[src/rtl/eff_addr_gen.sv]
module eff_addr_gen #(
  parameter int AW  = 32,
  parameter int NDW = 8
) (
  input  logic          clk,
  input  logic          rst_n,
  input  logic [2:0]    mode,
  input  logic [AW-1:0] base,
  input  logic [AW-1:0] index,
  input  logic [1:0]    scale,
  input  logic [AW-1:0] disp,
  input  logic          disp_wide,
  output logic [AW-1:0] addr,
  output logic          wb_en,
  output logic [AW-1:0] wb_val
);
  localparam logic [2:0] M_IND = 3'd0;
  localparam logic [2:0] M_BD  = 3'd1;
  localparam logic [2:0] M_RR  = 3'd2;
  localparam logic [2:0] M_SI  = 3'd3;
  localparam logic [2:0] M_SID = 3'd4;
  localparam logic [2:0] M_UPD = 3'd5;

  logic [AW-1:0] dx, sx;

  assign dx = disp_wide ? disp : {{(AW-NDW){disp[NDW-1]}}, disp[NDW-1:0]};
  assign sx = index << scale;

  always_comb begin
    case (mode)
      M_IND:        addr = base;
      M_BD, M_UPD:  addr = base + dx;
      M_RR:         addr = base + index;
      M_SI:         addr = base + sx;
      M_SID:        addr = base + sx + dx;
      default:      addr = '0;
    endcase
  end

  always_ff @(posedge clk) begin
    if (!rst_n) begin
      wb_en  <= 1'b0;
      wb_val <= '0;
    end else begin
      wb_en <= (mode == M_UPD);
      if (mode == M_UPD) wb_val <= addr;
    end
  end


  wb_carries_addr_chk: assert property (@(posedge clk) disable iff (!rst_n)
    (mode == M_UPD) |=> (wb_en && wb_val == $past(addr)));


  wb_quiet_chk: assert property (@(posedge clk) disable iff (!rst_n)
    (mode != M_UPD) |=> (!wb_en && $stable(wb_val)));


  indirect_pass_chk: assert property (@(posedge clk) disable iff (!rst_n)
    (mode == M_IND) |-> (addr == base));


  reserved_zero_chk: assert property (@(posedge clk) disable iff (!rst_n)
    (mode > M_UPD) |-> (addr == '0));


  word_align_chk: assert property (@(posedge clk) disable iff (!rst_n)
    (mode == M_SI && scale >= 2'd2 && base[1:0] == 2'b00) |-> (addr[1:0] == 2'b00));
endmodule

[config.mk]
export PLATFORM = sky130hd
export DESIGN_NAME = eff_addr_gen
export DESIGN_NICKNAME = d
export VERILOG_FILES = /design/src/rtl/eff_addr_gen.sv
export SDC_FILE = /design/constraint.sdc
export NUM_CORES = 1
export LEC_CHECK = 0
export BUFFER_PORTS_ARGS = -buffer_cell sky130_fd_sc_hd__buf_4
export CAP_MARGIN = 20
export CORE_MARGIN = 2
export CORE_UTILIZATION = 30
export CTS_BUF_LIST = sky130_fd_sc_hd__clkbuf_2
export CTS_CLUSTER_DIAMETER = 100
export DETAILED_ROUTE_END_ITERATION = 10
export GPL_TIMING_DRIVEN = 0
export PLACE_DENSITY = 0.55
export SYNTH_ARGS = -nofsm -noshare
export SYNTH_HDL_FRONTEND = slang
export SYNTH_SLANG_ARGS = --single-unit
[constraint.sdc]
create_clock -name clk -period 6 [get_ports clk]
set_input_delay 0.3 -clock clk [delete_from_list [all_inputs] [get_ports clk]]
set_output_delay 0.3 -clock clk [all_outputs]
set_load 0.05 [all_outputs]
==> impl_metrics.ini, run 1 <==
[logic_synthesis]
async_flop_share_pct = 0
ys_top_cells_by_area = ha_1 15%, dfxtp_1 8.3%, nand2_1 8.2%
synthDominantCellAreaShare_pct = 14.9
ys_seq_elements = 33
synth_flop_cell = dfxtp_1
ys.warnings.count = 0
syn_nets = 1309
ys_types = 74
syn_inst = 1107
ys_seq_area_share_pct = 8.27
synth-edff-count = 0
avgSynthCellArea_sq_um = 7.21
syn_area_sq_um = 7980
synth_top_area_cell = ha_1

[layout]
mostFrequentLayoutCells = 176 x buf_4, 173 x nand2_1, 90 x a21oi_1, 84 x ha_1, 80 x nor2_1
fillers = 2780
regArea_sq_um = 661
diodes = 0
drive_gt1_share_pct = 23.4
multi_input_area_sq_um = 7360
nets = 1493
final_common_cell = buf_4
fin_cells = 1627
area_delta_synth_final_pct = 28.6

[cts]
cts_tree = done
clk_pin_slew_ns = 0.20
htree_levels = 2
clockBufferDepth = 2
cts_num_sinks = 33
cts-root-buf = clkbuf_2
cts_made_buffers = 5
insertion_delay_ns = 0.39

[route]
ant_nets = 0
wl_per_cell_um = 20.3
vias_per_cell = 5.58
vias = 9081
routed_wirelength_mm = 33.0
route.detailed.drc = 0
first_pass_iters = 5
drt_iter0_markers = 508

[global_routing]
grt_use_total_pct = 22.4
grt_max_degree = 13
grt_pass1_vias = 8612
overflow = 0
grt_antenna_before_repair = 0
grt_pass1_wl_mm = 49.1

[power_and_ir_drop]
power.density_nw_per_um2 = 192
leakagePower_uw = 0.00464
peakVddDrop_mv = 0.148
power.total_uw = 1980

[floorplan]
ioPinCount = 169
die_x_um = 167
start_util_pct = 30.6
fp.coreArea_sq_um = 26100
die_h_um = 167
row_count = 59
die-area_sq_um = 27900

[timing]
slew_headroom_pct = 39.3
clock.fmax_ghz = 0.171
hold_violations = 0
rsz0062_at_grt = yes
layout_min_cycle_time_ns = 5.85
finalWorstSetupSlack_ns = 0.154
slew_violations = 0
period_share_pct = 97.4
fin_worst_skew_ns = 0
setup_violations = 0
tightest_slew_ns = 0.907

[setup_path]
start_kind = primary input
worstPathArrival_ns = 5.55
path_class = primary input to output pin
endpoint_kind = output pin
rr_worst_depth = 2
worstPathRequired_ns = 5.70
r2r_setup_slack_ns = 5.23
cp_max_fo = 10

[place]
place_ws_ns = -1.42
gp_congestion = 0.938
portBuffers = 163
placed_cells = 1605
post-dp-hpwl_mm = 28.1

[hold_path]
min_delay_path_depth = 3
hold_class = primary input to flop

[run]
maxCapViolCount = 0

[run_status]
outcome = finished, final reports clean
[worst max-delay path, cell delays in order]
cell and delay [ns]:
buf_16 0.12, buf_12 0.11, clkbuf_16 0.15, mux2i_2 0.22
nor2_2 0.07, fa_2 0.35, a21o_1 0.23, a31oi_4 0.22
o21ai_2 0.11, a221oi_2 0.27, o21bai_1 0.13, a21oi_2 0.20
o21ai_2 0.11, xnor2_2 0.17, o21ai_2 0.19, ha_1 0.27
buf_4 0.16, a21oi_2 0.17, o21ai_0 0.13, a41o_1 0.25
a21o_1 0.18, o21ai_1 0.18, a21oi_2 0.11, o21ai_2 0.18
xnor2_2 0.17, and3b_1 0.21, a2111o_1 0.36, buf_6 0.19
[cell families (layout without fill, tap and decap cells)]
logic type	after synthesis	in the layout	synth area share, %
AO/OA/AOI/OAI	382	382	31.5
XOR/XNOR	76	76	8.34
adder cells (fa/ha/maj)	98	98	15.6
buffers and inverters	80	265	3.78
flip-flops	33	33	8.27
multiplexers	55	55	10.8
AND/OR/NAND/NOR	383	383	21.6
[final cells by class]
class | instances | area share [%]
repair buffers | 179 | 13.2
multi-input cells | 994 | 71.7
plain buffers | 49 | 2.88
well taps | 335 | 4.08
inverters | 29 | 1.06
flip-flops and latches | 33 | 6.43
clock inverters | 3 | 0.451
clock buffers | 5 | 0.244
[what timing repair did]
| item | 4_1_cts | 5_1_grt |
|---|---|---|
| buffers inserted | 6 | 10 |
| resized for setup | 47 | 54 |
| endpoints found under the setup margin | 27 | 15 |
| hold buffers | 0 | 0 |
| pin swaps | 11 | 27 |
[Yosys cell counts (18+ instances only)]
| library cell | count |
|---|---|
| nand2_1 | 174 |
| a21oi_1 | 98 |
| ha_1 | 95 |
| nor2_1 | 82 |
| o21ai_0 | 77 |
| a21o_1 | 54 |
| xnor2_1 | 49 |
| clkbuf_1 | 46 |
| dfxtp_1 | 33 |
| nand3_1 | 31 |
| inv_1 | 29 |
| xor2_1 | 27 |
| mux4_2 | 24 |
| mux2i_1 | 20 |
| nor3_1 | 19 |
| a211oi_1 | 18 |
[routing by layer]
metal	track usage, %	vias up	part of all wire (%)
met2	36.7	293	46
met4	7.95	0	3.5
met3	1.37	54	5.7
met5	0	-	0
met1	31.2	4228	45
li1	-	4506	-
[per-stage QoR]
step | utilization, % | hold WS [ns] | setup TNS (ns) | instance area (sq um)
2_1_floorplan | - | 0.490 | 0 | 8010
3_3_place_gp | 37.0 | 0.448 | -22.98 | 9650
3_5_place_dp | 37.0 | 0.448 | -20.54 | 9650
4_1_cts | 38.2 | 0.248 | 0 | 9970
5_1_grt | 39.4 | 0.294 | -0.217 | 10300
6_report | 39.4 | 0.263 | 0 | 10300
[where the power goes]
part | internal, uW | switching, uW | total (uW)
Clock | 71.0 | 83.3 | 154
Combinational | 605 | 980 | 1590
Sequential | 230 | 5.85 | 236
Total | 907 | 1070 | 1980
[registers in the layout, indices dropped and copies added, names as in the netlist]
register,count
wb_en,1
wb_val,32
[path summary, 6_finish.rpt]
path / endpoint / from
max: addr[31] / scale[0]
min: wb_val[22] / rst_n
max reg2reg: wb_val[22] / wb_val[22]
min reg2reg: wb_val[10] / wb_val[10]
(Power assumes the default switching activity.)
==> run 2, diff against run 1 <==
- CORE_MARGIN: 2 -> 3
==> impl_metrics.ini, run 2 (synthesis results as in run 1) <==
[run_status]
outcome = finished, final reports clean

[route]
wl_per_cell_um = 20.2
route.detailed.drc = 0
drt_iter0_markers = 623
vias = 9146
ant_nets = 0
routed_wirelength_mm = 33.0
vias_per_cell = 5.59
first_pass_iters = 5

[cts]
cts_tree = done
cts_num_sinks = 33
clk_pin_slew_ns = 0.19
clockBufferDepth = 2
cts-root-buf = clkbuf_2
insertion_delay_ns = 0.37
cts_made_buffers = 5
htree_levels = 2

[timing]
hold-worst-slack_ns = 0.264
rsz0062_at_grt = yes
hold_violations = 0
period_share_pct = 98.3
clock.fmax_ghz = 0.169
fin_worst_skew_ns = 0
tightest_slew_ns = 0.884
setup_violations = 0
slew_violations = 0
slew_headroom_pct = 40.9
layout_min_cycle_time_ns = 5.90
fin_tns_setup_ns = 0

[floorplan]
fp.coreArea_sq_um = 26100
die_h_um = 169
row_count = 59
die-area_sq_um = 28600
start_util_pct = 30.6
ioPinCount = 169
die_x_um = 169

[hold_path]
hold_class = primary input to flop

[power_and_ir_drop]
leakagePower_uw = 0.00468
peakVddDrop_mv = 0.0853
swShare_pct = 55.1
combPwrFrac_pct = 82.3
power.density_nw_per_um2 = 189
power_switching_uw = 1070
clockPowerShare_pct = 5.6
power.total_uw = 1940
p_int_uw = 874
seqPwrFrac_pct = 12.1

[layout]
reg_top3 = wb_val x32, wb_en x1
multi_input_area_sq_um = 7360
mostFrequentLayoutCells = 188 x buf_4, 173 x nand2_1, 90 x a21oi_1, 84 x ha_1, 80 x nor2_1
drive_gt1_share_pct = 24.2
regMostFlops = wb_val
regArea_sq_um = 661
nets = 1503
area_delta_synth_final_pct = 29.1
largest_reg_flops = 32
diodes = 0
final_common_cell = buf_4
fillers = 2773

[global_routing]
grt_pass1_vias = 8485
grt_pass1_wl_mm = 48.8
grt_max_degree = 12
grt_antenna_before_repair = 0
overflow = 0
grt_use_total_pct = 21.8

[place]
portBuffers = 163
gp_congestion = 0.978
post-dp-hpwl_mm = 28.2

[setup_path]
path_class = primary input to output pin
start_kind = primary input
cp_max_fo = 8
worstPathArrival_ns = 5.60
endpoint_kind = output pin
worstPathRequired_ns = 5.70

[run]
maxCapViolCount = 0
## run 2: changes by cell type in the layout (fill, tap and decap cells not counted), sizes merged
cell	delta
clkbuf	+1
clkinv	+1
bufinv	-1
buf	+9
## run 2: final cells by class
cell class	instances	area share (%)
multi-input combinational	994	71.4
timing repair buffer	192	14.1
sequential	33	6.41
tap	335	4.07
buffer	46	2.49
inverter	29	1.06
clock buffer	5	0.243
clock inverter	3	0.170
## run 2: final timing paths
check | start | depth (start not counted) | end | slack (ns)
max | scale[0] | 26 | addr[31] | 0.1
min | rst_n | 3 | wb_val[22] | 0.26
max reg2reg | wb_val[22] | 2 | wb_val[22] | 5.24
min reg2reg | wb_val[0] | 2 | wb_val[0] | 0.47
## run 2: per-stage QoR
stage	cells	setup WS (ns)	cell area [sq um]	utilization (%)
2_1_floorplan	1107	0.0305	8010	-
3_3_place_gp	1605	-1.59	9650	36.9
3_5_place_dp	1605	-1.43	9650	36.9
4_1_cts	1621	0.000937	9960	38.1
5_1_grt	1637	-0.0801	10300	39.4
6_report	1637	0.0991	10300	39.4
## run 2: timing repair
| item | in CTS | in global routing |
|---|---|---|
| endpoints found under the setup margin | 27 | 11 |
| pin swaps | 13 | 38 |
| resized for setup | 46 | 54 |
| buffers inserted | 8 | 21 |
| hold buffers | 0 | 0 |
## run 2: power groups by stage
stage	combinational (uW)	clock [uW]	sequential (uW)
floorplan	980	0	278
global placement	1450	0	241
detailed placement	1450	0	241
CTS	1500	114	236
global route	1710	123	238
finish	1600	108	236
## run 2: layer usage
layer | GRT usage [%] | part of all wire, % | vias up
met5 | 0 | 0 | -
met4 | 5.65 | 2.3 | 0
met3 | 1.14 | 6.1 | 45
met2 | 36.6 | 47 | 348
met1 | 30.6 | 45 | 4233
li1 | - | - | 4520
## run 2: critical path, cell delays in order
cell and delay (ns):
buf_12 0.11, buf_6 0.10, mux4_2 0.51, ha_4 0.26, a21o_1 0.19, a21o_1 0.15
a21o_1 0.17, a221oi_2 0.30, o21bai_1 0.13, a21oi_2 0.18, o21ai_2 0.09, a31oi_1 0.19
xor2_1 0.29, o21ai_2 0.13, ha_1 0.35, and2_4 0.19, a221oi_2 0.23, nand2_1 0.10
a21o_1 0.20, o21ai_2 0.13, a21oi_2 0.09, o21ai_2 0.19, xnor2_2 0.17, and3b_1 0.21
a2111o_1 0.45, buf_6 0.18
==> run 3, diff against run 2 <==
- PLACE_DENSITY: 0.55 -> 0.53
- clock period: 6 -> 6.65 ns (I/O delays scaled with it)
==> impl_metrics.ini, run 3 (synthesis results as in run 1) <==
[cts]
clk_pin_slew_ns = 0.21
cts_made_buffers = 5
htree_levels = 2
clockBufferDepth = 2
cts-root-buf = clkbuf_2
cts_tree = done
ctsHoldBuffers = 0
cts_num_sinks = 33
insertion_delay_ns = 0.38

[layout]
final_common_cell = nand2_1
area_delta_synth_final_pct = 23.8
nets = 1483
regMostFlops = wb_val
mostFrequentLayoutCells = 174 x nand2_1, 168 x buf_4, 95 x a21oi_1, 93 x ha_1, 82 x nor2_1
drive_gt1_share_pct = 19.5
largest_reg_flops = 32
fillers = 2854
reg_top3 = wb_val x32, wb_en x1
diodes = 0

[timing]
layout_min_cycle_time_ns = 6.37
hold-worst-slack_ns = 0.281
setup_violations = 0
slew_violations = 0
slew_headroom_pct = 39.5
fin_tns_setup_ns = 0
rsz0062_at_grt = no
hold_violations = 0
period_share_pct = 95.8
tightest_slew_ns = 0.904
fin_worst_skew_ns = 0
clock.fmax_ghz = 0.157

[setup_path]
rr_worst_depth = 2
critical_path.startpoint = scale[1]
crit_top_cell = o21ai_1
path_class = primary input to output pin
rr_startpoint = wb_val[22]
rr_endpoint = wb_val[22]
r2r_setup_slack_ns = 5.89
worstPathRequired_ns = 6.32
worstPathArrival_ns = 6.04
crit_family = compound AO/OA/AOI/OAI gates
slowest_delay_ns = 0.45
cp_num_buf_inv = 4
start_kind = primary input
cp_max_fo = 10
endpoint_kind = output pin
slowest_stage = ha_2

[hold_path]
hp-start = rst_n
hold_path_end = wb_val[22]
min_delay_path_depth = 3
hold_class = primary input to flop

[global_routing]
grt_max_degree = 13
overflow = 0
grt_pass1_wl_mm = 49.2
grt_use_total_pct = 22.1
grt_antenna_before_repair = 0
grt_pass1_vias = 8418

[route]
drt_iter0_markers = 603
ant_nets = 0
wl_per_cell_um = 20.5
first_pass_iters = 6
vias = 9007
vias_per_cell = 5.57
route.detailed.drc = 0
routed_wirelength_mm = 33.2

[power_and_ir_drop]
power.density_nw_per_um2 = 174
combPwrFrac_pct = 79.5
clockPowerShare_pct = 8.1
swShare_pct = 54.9
p_int_uw = 776
peakVddDrop_mv = 0.0656
power_switching_uw = 944
seqPwrFrac_pct = 12.4
leakagePower_uw = 0.00453

[floorplan]
die_x_um = 169
ioPinCount = 169
die_h_um = 169
start_util_pct = 30.6
row_count = 59
die-area_sq_um = 28600
fp.coreArea_sq_um = 26100

[place]
gp_congestion = 0.963
post-dp-hpwl_mm = 28.6
portBuffers = 163

[run]
maxCapViolCount = 0

[run_status]
outcome = finished, final reports clean
[run 3: changes by cell type in the layout (fill, tap and decap cells not counted), moves of 4 or more]
cell	before	now
buf_4	188	168
ha_1	84	93
o21ai_2	10	3
a21oi_1	90	95
ha_4	5	0
o21ai_1	10	15
a21oi_2	7	3
clkbuf_1	37	41
ha_2	6	2
[run 3: power groups by stage]
| stage | combinational [uW] | clock (uW) | sequential [uW] |
|---|---|---|---|
| after floorplan | 884 | 0 | 251 |
| after global placement | 1310 | 0 | 217 |
| final | 1370 | 140 | 213 |
| after CTS | 1330 | 145 | 213 |
| after detailed placement | 1310 | 0 | 217 |
| after global routing | 1470 | 151 | 215 |
[run 3: layout make-up]
cell class,count,area [sq um],share of cell area (%)
clock inverter,3,46.3,0.468
clock buffer,5,25.0,0.253
multi-input combinational,994,7120,72.1
inverter,29,109,1.10
tap,335,419,4.24
timing repair buffer,167,1260,12.7
sequential,33,661,6.68
buffer,51,244,2.47
[run 3: metrics by stage]
stage	instances	setup slack [ns]	total power (uW)	utilization, %	cell area (sq um)
6_report	1617	0.278	1720	37.8	9890
5_1_grt	1617	0.00571	1840	37.8	9890
4_1_cts	1615	0.00477	1690	37.5	9790
3_5_place_dp	1605	-1.71	1530	36.9	9650
3_3_place_gp	1605	-1.76	1530	36.9	9650
2_1_floorplan	1107	0.0214	1130	-	8000
[run 3: metal layers]
| layer | global-route usage, % | part of all wire [%] | vias to the layer above |
|---|---|---|---|
| met2 | 36.4 | 45 | 323 |
| met3 | 1.47 | 5.6 | 45 |
| met1 | 31.5 | 47 | 4167 |
| met5 | 0 | 0 | - |
| li1 | - | - | 4472 |
| met4 | 5.33 | 2.3 | 0 |
[run 3: how the worst max path moves through the flow]
stage | depth (start not counted) | slack [ns] | end
5_1_grt | 28 | 0.006 | addr[25]
6_report | 26 | 0.28 | addr[31]
3_3_place_gp | 27 | -1.76 | addr[31]
2_1_floorplan | 27 | 0.02 | addr[31]
4_1_cts | 28 | 0.005 | addr[31]
3_5_place_dp | 27 | -1.71 | addr[31]
[run 3: what timing repair did]
action | in CTS | in global routing
hold endpoints to repair | 0 | 0
buffers inserted | 2 | 2
gates resized for setup | 21 | 26
setup endpoints to repair | 28 | 10
gates cloned | 0 | 0
pin swaps | 4 | 4
[run 3: worst reg2reg max path: cells and delay by family, from the launching register on]
family | cells | cell delay (ns)
simple gates | 1 | 0.05
flops | 1 | 0.39
compound gates | 1 | 0.25
